<file path="src/rtl/refmon_pkg.sv">
package refmon_pkg;

    typedef enum logic {
        CLS_FRAME_8K = 1'b0,
        CLS_LINE_19M = 1'b1
    } ref_class_e;

    typedef enum logic [1:0] {
        ST_STARTUP   = 2'd0,
        ST_PRESENT   = 2'd1,
        ST_LOST_HOLD = 2'd2,
        ST_LOST_WAIT = 2'd3
    } mon_state_e;

    // Nominal reference period in system-clock cycles, rounded up
    function automatic int unsigned period_cycles(ref_class_e cls, int unsigned khz);
        if (cls == CLS_FRAME_8K) return (khz + 7) / 8;
        else                     return (khz + 19439) / 19440;
    endfunction

    // Allowed lateness in cycles, rounded down so the bound stays strict
    function automatic int unsigned tol_cycles(ref_class_e cls, int unsigned khz);
        if (cls == CLS_FRAME_8K) return period_cycles(cls, khz) / 4;
        else                     return khz / 1000;
    endfunction

    // Minimum lost-flag width in cycles, rounded up
    function automatic int unsigned hold_cycles(ref_class_e cls, int unsigned khz);
        if (cls == CLS_FRAME_8K) return (period_cycles(cls, khz) + 1) / 2;
        else                     return (2 * khz + 999) / 1000;
    endfunction

endpackage

</file>
<file path="src/rtl/refmon_edge_sync.sv">
module refmon_edge_sync #(
    parameter int unsigned SYNC_STAGES = 2
) (
    input  logic clk,
    input  logic rst_n,
    input  logic ref_async,
    output logic rise_pulse
);
    logic [SYNC_STAGES-1:0] stage_q;
    logic                   last_q;

    genvar gi;
    generate
        for (gi = 0; gi < SYNC_STAGES; gi++) begin : g_stage
            if (gi == 0) begin : g_first
                always_ff @(posedge clk or negedge rst_n) begin
                    if (!rst_n) stage_q[gi] <= 1'b0;
                    else        stage_q[gi] <= ref_async;
                end
            end else begin : g_next
                always_ff @(posedge clk or negedge rst_n) begin
                    if (!rst_n) stage_q[gi] <= 1'b0;
                    else        stage_q[gi] <= stage_q[gi-1];
                end
            end
        end
    endgenerate

    always_ff @(posedge clk or negedge rst_n) begin
        if (!rst_n) last_q <= 1'b0;
        else        last_q <= stage_q[SYNC_STAGES-1];
    end

    always_comb rise_pulse = stage_q[SYNC_STAGES-1] & ~last_q;

    // one rising edge produces exactly one single-cycle pulse
    p_rise_single_r7: assert property (@(posedge clk) disable iff (!rst_n)
        rise_pulse |=> !rise_pulse);

endmodule

</file>
<file path="src/rtl/refmon_gap_timer.sv">
module refmon_gap_timer #(
    parameter int unsigned LIMIT_CYC = 125
) (
    input  logic clk,
    input  logic rst_n,
    input  logic restart,
    output logic expired
);
    localparam int unsigned CW = $clog2(LIMIT_CYC + 1);
    localparam logic [CW-1:0] LIMIT_V = CW'(LIMIT_CYC);

    logic [CW-1:0] gap_q;

    always_ff @(posedge clk or negedge rst_n) begin
        if (!rst_n)              gap_q <= '0;
        else if (restart)        gap_q <= '0;
        else if (gap_q != LIMIT_V) gap_q <= gap_q + 1'b1;
    end

    always_comb expired = (gap_q == LIMIT_V);

    // an edge always gives a full fresh window
    p_restart_fresh_r2: assert property (@(posedge clk) disable iff (!rst_n)
        restart |=> !expired);

    // the counter never runs past the limit
    p_gap_bounded_r3: assert property (@(posedge clk) disable iff (!rst_n)
        gap_q <= LIMIT_V);

endmodule

</file>
<file path="src/rtl/refmon_hold_timer.sv">
module refmon_hold_timer #(
    parameter int unsigned HOLD_CYC = 50
) (
    input  logic clk,
    input  logic rst_n,
    input  logic run,
    output logic done
);
    localparam int unsigned HW = $clog2(HOLD_CYC + 1);
    localparam logic [HW-1:0] LAST_V = HW'(HOLD_CYC - 1);

    logic [HW-1:0] hold_q;

    always_ff @(posedge clk or negedge rst_n) begin
        if (!rst_n)   hold_q <= '0;
        else if (run) hold_q <= hold_q + 1'b1;
        else          hold_q <= '0;
    end

    always_comb done = run && (hold_q == LAST_V);

    // the controller leaves the hold window on completion, so done is one cycle
    p_done_once_r4: assert property (@(posedge clk) disable iff (!rst_n)
        done |=> !done);

    // the count never exceeds the window while running
    p_hold_bounded_r4: assert property (@(posedge clk) disable iff (!rst_n)
        run |-> hold_q <= LAST_V);

endmodule

</file>
<file path="src/rtl/refmon_loss_det.sv">
module refmon_loss_det
    import refmon_pkg::*;
#(
    parameter int unsigned SYS_CLK_KHZ = 100000,
    parameter ref_class_e  REF_CLASS   = CLS_FRAME_8K,
    parameter int unsigned SYNC_STAGES = 2
) (
    input  logic clk,
    input  logic rst_n,
    input  logic ref_in,
    output logic ref_lost
);
    localparam int unsigned PERIOD_CYC = period_cycles(REF_CLASS, SYS_CLK_KHZ);
    localparam int unsigned TOL_CYC    = tol_cycles(REF_CLASS, SYS_CLK_KHZ);
    localparam int unsigned LIMIT_CYC  = PERIOD_CYC + TOL_CYC;
    localparam int unsigned HOLD_CYC   = hold_cycles(REF_CLASS, SYS_CLK_KHZ);
    localparam int unsigned LW         = $clog2(HOLD_CYC + 1);

    logic       rise;
    logic       gap_expired;
    logic       hold_done;
    mon_state_e state_q, state_d;

    refmon_edge_sync #(.SYNC_STAGES(SYNC_STAGES)) u_sync (
        .clk        (clk),
        .rst_n      (rst_n),
        .ref_async  (ref_in),
        .rise_pulse (rise)
    );

    refmon_gap_timer #(.LIMIT_CYC(LIMIT_CYC)) u_gap (
        .clk     (clk),
        .rst_n   (rst_n),
        .restart (rise),
        .expired (gap_expired)
    );

    refmon_hold_timer #(.HOLD_CYC(HOLD_CYC)) u_hold (
        .clk   (clk),
        .rst_n (rst_n),
        .run   (state_q == ST_LOST_HOLD),
        .done  (hold_done)
    );

    // State register
    always_ff @(posedge clk or negedge rst_n) begin
        if (!rst_n) state_q <= ST_STARTUP;
        else        state_q <= state_d;
    end

    // Next-state logic; in PRESENT a timeout outranks a coincident edge
    always_comb begin
        state_d = state_q;
        unique case (state_q)
            ST_STARTUP:   if (rise)        state_d = ST_PRESENT;
            ST_PRESENT:   if (gap_expired) state_d = ST_LOST_HOLD;
            ST_LOST_HOLD: if (hold_done)   state_d = ST_LOST_WAIT;
            ST_LOST_WAIT: if (rise)        state_d = ST_PRESENT;
            default:                       state_d = ST_STARTUP;
        endcase
    end

    // Output register
    always_ff @(posedge clk or negedge rst_n) begin
        if (!rst_n) ref_lost <= 1'b1;
        else        ref_lost <= (state_d != ST_PRESENT);
    end

    // ---- checker state: length of each lost episode at the port ----
    logic          lost_q;
    logic          from_timeout_q;
    logic [LW-1:0] lost_len_q;

    always_ff @(posedge clk or negedge rst_n) begin
        if (!rst_n) begin
            lost_q         <= 1'b1;
            from_timeout_q <= 1'b0;
            lost_len_q     <= '0;
        end else begin
            lost_q <= ref_lost;
            if (!ref_lost)                        lost_len_q <= '0;
            else if (lost_len_q != LW'(HOLD_CYC)) lost_len_q <= lost_len_q + 1'b1;
            if (!ref_lost)                        from_timeout_q <= 1'b0;
            else if (!lost_q)                     from_timeout_q <= 1'b1;
        end
    end

    // a timeout episode lasts at least HOLD cycles
    p_min_width_r4: assert property (@(posedge clk) disable iff (!rst_n)
        (lost_q && !ref_lost && from_timeout_q) |-> lost_len_q >= LW'(HOLD_CYC));

    // no release during the hold window
    p_hold_keeps_lost_r4: assert property (@(posedge clk) disable iff (!rst_n)
        (state_q == ST_LOST_HOLD) |=> ref_lost);

    // an expired gap while present raises the flag
    p_timeout_raises_r3: assert property (@(posedge clk) disable iff (!rst_n)
        (state_q == ST_PRESENT && gap_expired) |=> ref_lost);

    // an edge after the hold window clears the flag
    p_edge_clears_r5: assert property (@(posedge clk) disable iff (!rst_n)
        (state_q == ST_LOST_WAIT && rise) |=> !ref_lost);

    // the flag never drops without a detected edge
    p_fall_needs_edge_r5: assert property (@(posedge clk) disable iff (!rst_n)
        $fell(ref_lost) |-> $past(rise));

endmodule

</file>
<file path="config.mk">
export PLATFORM = sky130hd
export DESIGN_NAME = refmon_loss_det
export DESIGN_NICKNAME = d
export VERILOG_FILES = /design/src/rtl/refmon_pkg.sv /design/src/rtl/refmon_edge_sync.sv /design/src/rtl/refmon_gap_timer.sv /design/src/rtl/refmon_hold_timer.sv /design/src/rtl/refmon_loss_det.sv
export SDC_FILE = /design/constraint.sdc
export NUM_CORES = 1
export LEC_CHECK = 0
export BUFFER_PORTS_ARGS = -buffer_cell sky130_fd_sc_hd__buf_2
export CAP_MARGIN = 15
export CELL_PAD_IN_SITES_DETAIL_PLACEMENT = 0
export CELL_PAD_IN_SITES_GLOBAL_PLACEMENT = 1
export CORE_ASPECT_RATIO = 0.8
export CORE_MARGIN = 5
export CORE_UTILIZATION = 43
export CTS_BUF_LIST = sky130_fd_sc_hd__clkbuf_4 sky130_fd_sc_hd__clkbuf_8 sky130_fd_sc_hd__clkbuf_16
export DETAILED_ROUTE_END_ITERATION = 6
export PLACE_DENSITY_LB_ADDON = 0.25
export SYNTH_ARGS = -nofsm -noshare
export SYNTH_HDL_FRONTEND = slang
export SYNTH_SLANG_ARGS = --single-unit
</file>
<file path="constraint.sdc">
create_clock -name clk -period 4.65 [get_ports clk]
set_clock_uncertainty 0.15 [all_clocks]
set_input_delay 0.6975 -clock clk [delete_from_list [all_inputs] [get_ports clk]]
set_output_delay 0.6975 -clock clk [all_outputs]
set_load 0.01 [all_outputs]
</file>
======== Word-level counts from Yosys, hierarchy flattened ========
Cells that the tools add are included.
word-level totals
  register bits ........................... 33
  bits in latches ......................... 0
  RAM bits ................................ 0
  ROM bits ................................ 0
  input port bits ......................... 3
  word-level logic and storage cells ...... 29
  memories ................................ 0
operators by class
  add/subtract/negate cells ............... 2
  multipliers ............................. 0
  divide/modulo/power cells ............... 0
  order comparisons ....................... 0
  equality and inequality tests ........... 7
  shift operators ......................... 0
  muxes and demuxes ....................... 7
  bitwise operators ....................... 2
  reduce and logical (&&, ||, !) cells .... 4
operators with widths
  operator               count
  $mux 14                2
  $add 14x1->14 const B  1
  $eq 14x14->1 const B   1
  $ne 14x14->1 const B   1
  $add 13x1->13 const B  1
  $eq 13x13->1 const B   1
  $mux 13                1
  $mux 2                 3
  $pmux 2 s3             1
  $eq 2x2->1 const B     2
  $eq 2x1->1 const B     1
  $logic_not 2->1        1
  $ne 2x1->1 const B     1
  $reduce_bool 2->1      1
  $reduce_or 2->1        1
  $and 1x1->1            1
  $logic_and 1x1->1      1
  $not 1->1              1

======== Depth between registers and ports, before layout ========
Gate-level depths: netlist (run 1).
  word-level depth ........................ 5
  mapped depth ............................ 7

======== Hierarchy ========
Synthesis (run 1) repeated with hierarchy kept, for this count alone.
unflattened totals
  cells, all modules ...................... 168
  area total of the unflattened synthesis .. 1695.4 um^2
by module, submodules not included
  module             instances  cells an instance  area each (um^2)  seq. area each (um^2)
  refmon_gap_timer   1          79                 773.2             350.3
  refmon_hold_timer  1          68                 658.1             325.3
  refmon_loss_det    1          17                 175.2             76.3
  refmon_edge_sync   1          4                  88.8              75.1

======== Worst setup path after synthesis (run 1) ========
Ideal clock, no wire load.
  kind .................................... reg2reg
  start point ............................. register u_gap.gap_q[7]
  end point ............................... register ref_lost
  arrival ................................. 1.732 ns
  required time ........................... 4.419 ns
  slack ................................... 2.687 ns
  cell stages (with the launch flop) ...... 6
  period minus slack after synthesis ...... 1.963 ns
  cell sequence ........................... dfrtp_1 or4_1 or4_1 buf_2 and3_4 o2111ai_2
between the ends
  longest elaborated chain between the ends .. 4
ends and longest elaborated chain
  what                    RTL line                text
  start, declared         refmon_gap_timer.sv:12  logic [CW-1:0] gap_q;
  start signal, assigned  refmon_gap_timer.sv:17  else if (gap_q != LIMIT_V) gap_q <= gap_q + 1'b1;
  $eq 14x14->1            refmon_gap_timer.sv:20  always_comb expired = (gap_q == LIMIT_V);
  $mux 2                  refmon_loss_det.sv:56   ST_PRESENT: if (gap_expired) state_d = ST_LOST_HOLD;
  $pmux 2 s3              refmon_loss_det.sv:54   unique case (state_q)
  $ne 2x1->1              refmon_loss_det.sv:66   else ref_lost <= (state_d != ST_PRESENT);
  end signal, assigned    refmon_loss_det.sv:66
  end, declared           refmon_loss_det.sv:11   output logic ref_lost
No other way between the ends.
A chain may end at the register's enable or synchronous reset.

======== Worst setup path in the final report (run 1) ========
  start point ............................. register u_gap.gap_q[9]
  end point ............................... register ref_lost
Same word-level chain as after synthesis.

==> results of run 1 <==
[sequential cells by signal (all words and copies together), names as in the netlist]
register,cells
u_gap.gap_q,14
u_sync.last_q,1
ref_lost,1
state_q,2
u_hold.hold_q,13
u_sync.stage_q,2
[per-layer routing]
metal | routed length [um] | vias up | part of all wire
li1 | - | 566 | -
met1 | 1550 | 556 | 0.55
met2 | 1160 | 11 | 0.41
met3 | 108 | 2 | 0.038
met4 | 13 | 0 | 0.0046
met5 | 0 | - | 0
[critical path: stages, from the launching register on]
cell and delay (ns):
dfrtp_1 0.41, or4_1 0.52, or4_1 0.57, and3_4 0.25, o2111ai_2 0.16
[power by group]
part           internal [mW]  switching, mW  total (mW)  leakage (nW)
registers              0.311         0.0243       0.335         0.445
clock network          0.165         0.0997       0.264        0.0586
logic                 0.0413         0.0445      0.0858         0.280
total                  0.517          0.168       0.686         0.783
[metrics by stage]
step / hold WS (ns) / setup WS, ns / instances / instance area [sq um]
6_report: 0.205 / 2.52 / 213 / 1820
3_3_place_gp: 0.200 / 2.57 / 205 / 1700
4_1_cts: 0.211 / 2.51 / 213 / 1820
3_5_place_dp: 0.186 / 2.54 / 205 / 1700
2_1_floorplan: 0.181 / 2.69 / 161 / 1640
5_1_grt: 0.222 / 2.42 / 213 / 1820
[placed cells by master (no fill, tap or decap), types with 2 or more instances in the layout]
| cell | n |
|---|---|
| dfrtp_1 | 32 |
| nand3_1 | 11 |
| xnor2_1 | 11 |
| nand2_1 | 10 |
| and2_1 | 10 |
| nor2_1 | 10 |
| inv_1 | 8 |
| xor2_1 | 7 |
| nor4_1 | 6 |
| o21ai_0 | 6 |
| ha_1 | 6 |
| clkbuf_8 | 5 |
| nor3_1 | 4 |
| or3_1 | 4 |
| nor2b_1 | 4 |
| a21oi_1 | 4 |
| nand4_1 | 3 |
| nand2b_1 | 3 |
| buf_2 | 3 |
| nor3b_1 | 2 |
| or4_1 | 2 |
| nand3b_1 | 2 |
[final cells by class]
cell class,instances,share of cell area
inverter,8,0.0165
clock buffer,6,0.0420
clock inverter,2,0.0193
multi-input combinational,116,0.424
tap,44,0.0303
timing repair buffer,4,0.0124
sequential,33,0.456
[worst max-delay path by stage]
stage / from / endpoint / slack, ns / cells past startpoint
after global routing: u_gap.gap_q[7] / ref_lost / 2.42 / 4
after detailed placement: u_gap.gap_q[7] / ref_lost / 2.54 / 4
final: u_gap.gap_q[9] / ref_lost / 2.52 / 4
after CTS: u_gap.gap_q[7] / ref_lost / 2.51 / 4
after global placement: u_gap.gap_q[7] / ref_lost / 2.57 / 4
after floorplan: u_gap.gap_q[7] / ref_lost / 2.69 / 5
[cells by family after synthesis]
family,Yosys count
flops,33
buf+inv,12
simple gates,76
fa+ha+maj,6
compound gates,16
xor+xnor,18
==> impl_results.md, run 1 <==
- Max transition margin: 0.516
- Dominant cells by area after synthesis: dfrtp_1 49%, xnor2_1 5.9%, ha_1 4.6%
- Synth warnings: 0
- Pin count of the biggest net entering global routing: 34
- Synth-to-Final Area Change: 10.5%
- I/O Buffers: 3
- Post-CTS setup buffers: 0
- Clk sinks: 33
- Top cells by count, synth: 32 x dfrtp_1, 11 x nand3_1, 11 x xnor2_1
- # rows: 20
- Max-slew violations: 0
- Final Hold Vio Count: 0
- EDFF count, synth: 0
- Die W: slightly below 80 um
- Yosys reg bits: 33
- Post_cts resized: 0
- Storage cell area: roughly 830 sq um
- TritonCTS clock tree: built
- Max clock buf depth: 2
- Initial antenna violation count: 0
- Adder-cell area share of the yosys netlist: 0.0457
- Largest family of logic cells by synthesized area: simple AND/OR/NAND/NOR gates
- FF-to-FF setup slack: 2.52 ns
- Nets: ~180
- Gr usage total: 0.123
- Register area share after synthesis: 0.503
- R2R cell count: 4
- XOR/XNOR Fraction of Synth Area: 0.0960
- Core box area: approximately 3800 sq um
- Fmax: 0.469 GHz
- Fraction of layout cells with a size suffix above 1: 0.0888
- Clk_lat worst skew: roughly 0.28 ns
- Initial core utilization: 0.438
- GRT overflow: 0
- Via-per-instance ratio: approximately 5.3
- Fillcell total: 354
- HPWL after DPL: roughly 2.0 mm
- Startpoint Class: flop
- Crit-path max FO: 7
- Vias in the first global route: roughly 1.1k
- Setup TNS: 0 ns
- IR drop worst, VDD: roughly 0.00021 V
- Busiest grt layer: met2
- Drt first pass iters: 4
- First-pass GRT wire length: about 5.0 mm
- Root Buffer Master: clkbuf_8
- DR iter-0 viols: between 40 and 50
- Max_cap viols: 0
- Share of the synthesized area in the top cell type: 0.487
- Static leakage: just under 0.8 nW
- Most used DFF post-synth: dfrtp_1
- Dominant cell type by area after synthesis: dfrtp_1
- Status: finished clean
- Final Critical Period: about 2.1 ns
- Top-count cell post-synth: dfrtp_1
- WL final: about 2.8 mm
- RSZ-0062 raised after global routing: no
- Hold path start: u_sync.stage_q[0]
- Final number of setup-violating endpoints: 0
- Layout Utilization: 0.484
- GPL Wtd Cong: approximately 0.8
- Setup crit end kind: flop
- Kind of critical path: flop to flop
- Simple-Gate Fraction of Synth Area: 0.264
- Post-Syn Nets: 170
- Power Density: 378 nW/um^2
- Critical path arrival: 2.18 ns
- H-tree depth: 2
- Cell Area, Synth: around 1600 sq um
- Post-synth ARST share: 1.00
- Via count: approximately 1.1k
- Clock-pin slew on the worst setup and hold paths: 0.07 ns
- Syn Area/Cell: ~10 sq um
- Hold Path Class: flop to flop
- Drc violations: 0
- Tightest Pin Transition: between 0.7 and 0.8 ns
- Synth cell types: 34
- Met3 usage: 0.0411
- Top Ports: 4
- Ant diodes: 0
- Mux cell area share after synthesis: 0
- Endpoint, Worst Hold: u_sync.stage_q[1]
- Synth Area in Compound Gates: 0.0632
- GR Layer Usage met2: 0.176
- Met1 usage: 0.176
- Critical R2R Capture: ref_lost
- Num CTS Buffers: 5
- WHS Path Cells: 0
- Required @ worst endpoint: about 4.7 ns
- Multi-input logic area: approximately 770 sq um
- Mapped Cells: 161
- Avg WL per Cell: 13.3 um
- Die height: between 60 and 70 um
- Pwr Total: 0.686 mW
- Antenna-violating nets left: 0
- Tcrit/Tclk final: 0.458
- Hold buffer count at cts: 0
- Reg2Reg Launch Point: u_gap.gap_q[9]
- Die area: 5160 sq um
Power figures use the tool's default switching activity.
==> inputs of run 2 (changes only) <==
Clock period 4.65 ns to 2 ns, I/O delays scaled along.
==> run 2 against run 1 <==
Net effect: worst setup slack worse by 2.5 ns; wire length grew 4.7%; sequential share of layout area is 1.6 points lower; clock-buffer cell count increased by 1; register-to-register slack got worse by 2.5 ns; critical path type unchanged.
==> impl_results.md, run 2 (same netlist as run 1, synthesis figures left out) <==
- Max-slew violations: 0 (unchanged)
- Fillcell total: 351 (-0.85%)
- Cell Count, Final, Fillers Out: 222 (+4.2%)
- Nets: 186 (+5.1%)
- Startpoint Class: flop
- Clock-pin slew on the worst setup and hold paths: 0.07 ns (about the same)
- Die height: 65.3 um (unchanged)
- Die area: 5160 sq um (unchanged)
- Ant diodes: 0 (unchanged)
- Top reg by flops: u_gap.gap_q
- Status: finished clean
- Setup crit end kind: flop
- Kind of critical path: flop to flop
- Post-route setup slack: 0.0188 ns (-2.50 ns)
- HPWL after DPL: 2.05 mm (+4.0%)
- Max clock buf depth: 2 (unchanged)
- WL final: 2.96 mm (+4.7%)
- Initial core utilization: 0.438 (unchanged)
- TritonCTS clock tree: built
- Crit path from: u_gap.gap_q[9]
- Via count: 1142 (+0.62%)
- Num CTS Buffers: 5 (unchanged)
- Clk_lat worst skew: 0.28 ns (about the same)
- Avg WL per Cell: 13.3 um (+0.49%)
- Initial antenna violation count: 0 (unchanged)
- FF-to-FF setup slack: 0.02 ns (-2.50 ns)
- # rows: 20 (unchanged)
- R2R cell count: 4 (unchanged)
- Cells after DPL: 212 (+3.4%)
- DR iter-0 viols: 84 (+100%)
- Max transition margin: 0.502 (-0.0141)
- Final Cell Area: 1880 sq um (+3.7%)
- Number of flip-flops in the largest register: 14 (unchanged)
- Static leakage: 0.825 nW (+5.4%)
- Critical R2R Capture: ref_lost
- First-pass GRT wire length: 5.51 mm (+10%)
- Gr usage total: 0.138 (+0.0144)
- Top Registers: u_gap.gap_q x14, u_hold.hold_q x13
- I/O Buffers: 3 (unchanged)
- Required @ worst endpoint: 2.05 ns (-2.65 ns)
- Pin count of the biggest net entering global routing: 34 (unchanged)
- Core box area: 3750 sq um (unchanged)
- Final number of setup-violating endpoints: 0 (unchanged)
- Die W: 79.1 um (unchanged)
- IR drop worst, VDD: 0.000547 V (+160%)
- Clk sinks: 33 (unchanged)
- Critical path arrival: 2.03 ns (-0.15 ns)
- Layout Utilization: 0.501 (+0.0177)
- Critical Path Sink: ref_lost
- Top Ports: 4 (unchanged)
- Reg2Reg Launch Point: u_gap.gap_q[9]
- Root Buffer Master: clkbuf_8
- Power Density: 826 nW/um^2 (+120%)
- Drc violations: 0 (unchanged)
- Pwr Total: 1.55 mW (+130%)
- Fraction of layout cells with a size suffix above 1: 0.129 (+0.0405)
- Final Critical Period: 1.98 ns (-0.149 ns)
- Tcrit/Tclk final: 0.991 (+0.532)
- GRT overflow: 0 (unchanged)
- Via-per-instance ratio: 5.14 (-3.5%)
- RSZ-0062 raised after global routing: yes
- Tightest Pin Transition: 0.747 ns (+0.0211 ns)
- H-tree depth: 2 (unchanged)
- Vias in the first global route: 1177 (+6.9%)
- Drt first pass iters: 4 (unchanged)
- Antenna-violating nets left: 0 (unchanged)
- Hold Path Class: flop to flop
- Max_cap viols: 0 (unchanged)
- Placed Area: 1760 sq um (+3.1%)
- Setup TNS: 0 ns (unchanged)
- Hold slack: 0.209 ns (+0.00411 ns)
- Fmax: 0.505 GHz (+7.5%)
- Dpl ws: -0.0887 ns (-2.62 ns)
- Crit-path max FO: 7 (unchanged)
- Synth-to-Final Area Change: 14.5%
- GPL Wtd Cong: 0.824 (+3.0%)
- Final Hold Vio Count: 0 (unchanged)
- Commonest non-fill, non-tap cells in the layout: 32 x dfrtp_1, 11 x nand3_1, 11 x xnor2_1
- Leading cell type in the layout, fill and taps excluded: dfrtp_1
[run 2: changes by cell type in the layout (fill, tap and decap cells not counted)]
cell and delta:
or4_1 -1, dlygate4sd3_1 +2, clkbuf_8 +2, bufinv_16 -1
clkbuf_4 -1, or4_4 +1, buf_4 +7
[run 2: worst min path at each step]
stage,startpoint,to,slack (ns),cells past startpoint
detailed placement,u_sync.stage_q[0],u_sync.stage_q[1],0.20,0
finish,u_sync.stage_q[0],u_sync.stage_q[1],0.21,0
CTS,u_sync.stage_q[0],u_sync.stage_q[1],0.22,0
global route,u_sync.stage_q[0],u_sync.stage_q[1],0.23,0
floorplan,rst_n,state_q[0],-0.15,0
global placement,u_sync.stage_q[0],u_sync.stage_q[1],0.20,0
[run 2: report_power, final]
| group | switching [mW] | internal [mW] | total (mW) | leakage, nW |
|---|---|---|---|---|
| clock | 0.238 | 0.311 | 0.549 | 0.0542 |
| sequential | 0.0398 | 0.723 | 0.763 | 0.445 |
| combinational | 0.123 | 0.120 | 0.243 | 0.326 |
| total | 0.401 | 1.15 | 1.55 | 0.825 |
[run 2: layer usage]
metal,track usage,vias to the layer above,share of wire
li1,-,586,-
met1,0.194,544,0.55
met2,0.202,7,0.41
met3,0.0411,5,0.026
met4,0.0451,0,0.013
met5,0,-,0
[run 2: layout make-up]
cell class	count	area [sq um]	area share
inverter	8	30.0	0.0160
clock buffer	7	96.3	0.0512
tap	44	55.1	0.0293
sequential	33	827	0.439
multi-input combinational	116	773	0.411
clock inverter	1	5.00	0.00266
timing repair buffer	13	95.1	0.0505
[run 2: worst max-delay path, stage by stage, from the launching register on]
cell and delay [ns]:
dfrtp_1 0.38, or4_1 0.52, or4_4 0.49, and3_4 0.21
o2111ai_2 0.16
[run 2: what timing repair did]
action,4_1_cts,5_1_grt
gates cloned,0,0
hold buffers,2,0
endpoints found under the setup margin,2,1
hold endpoints to repair,33,0
buffers inserted,0,0
gates resized for setup,1,0
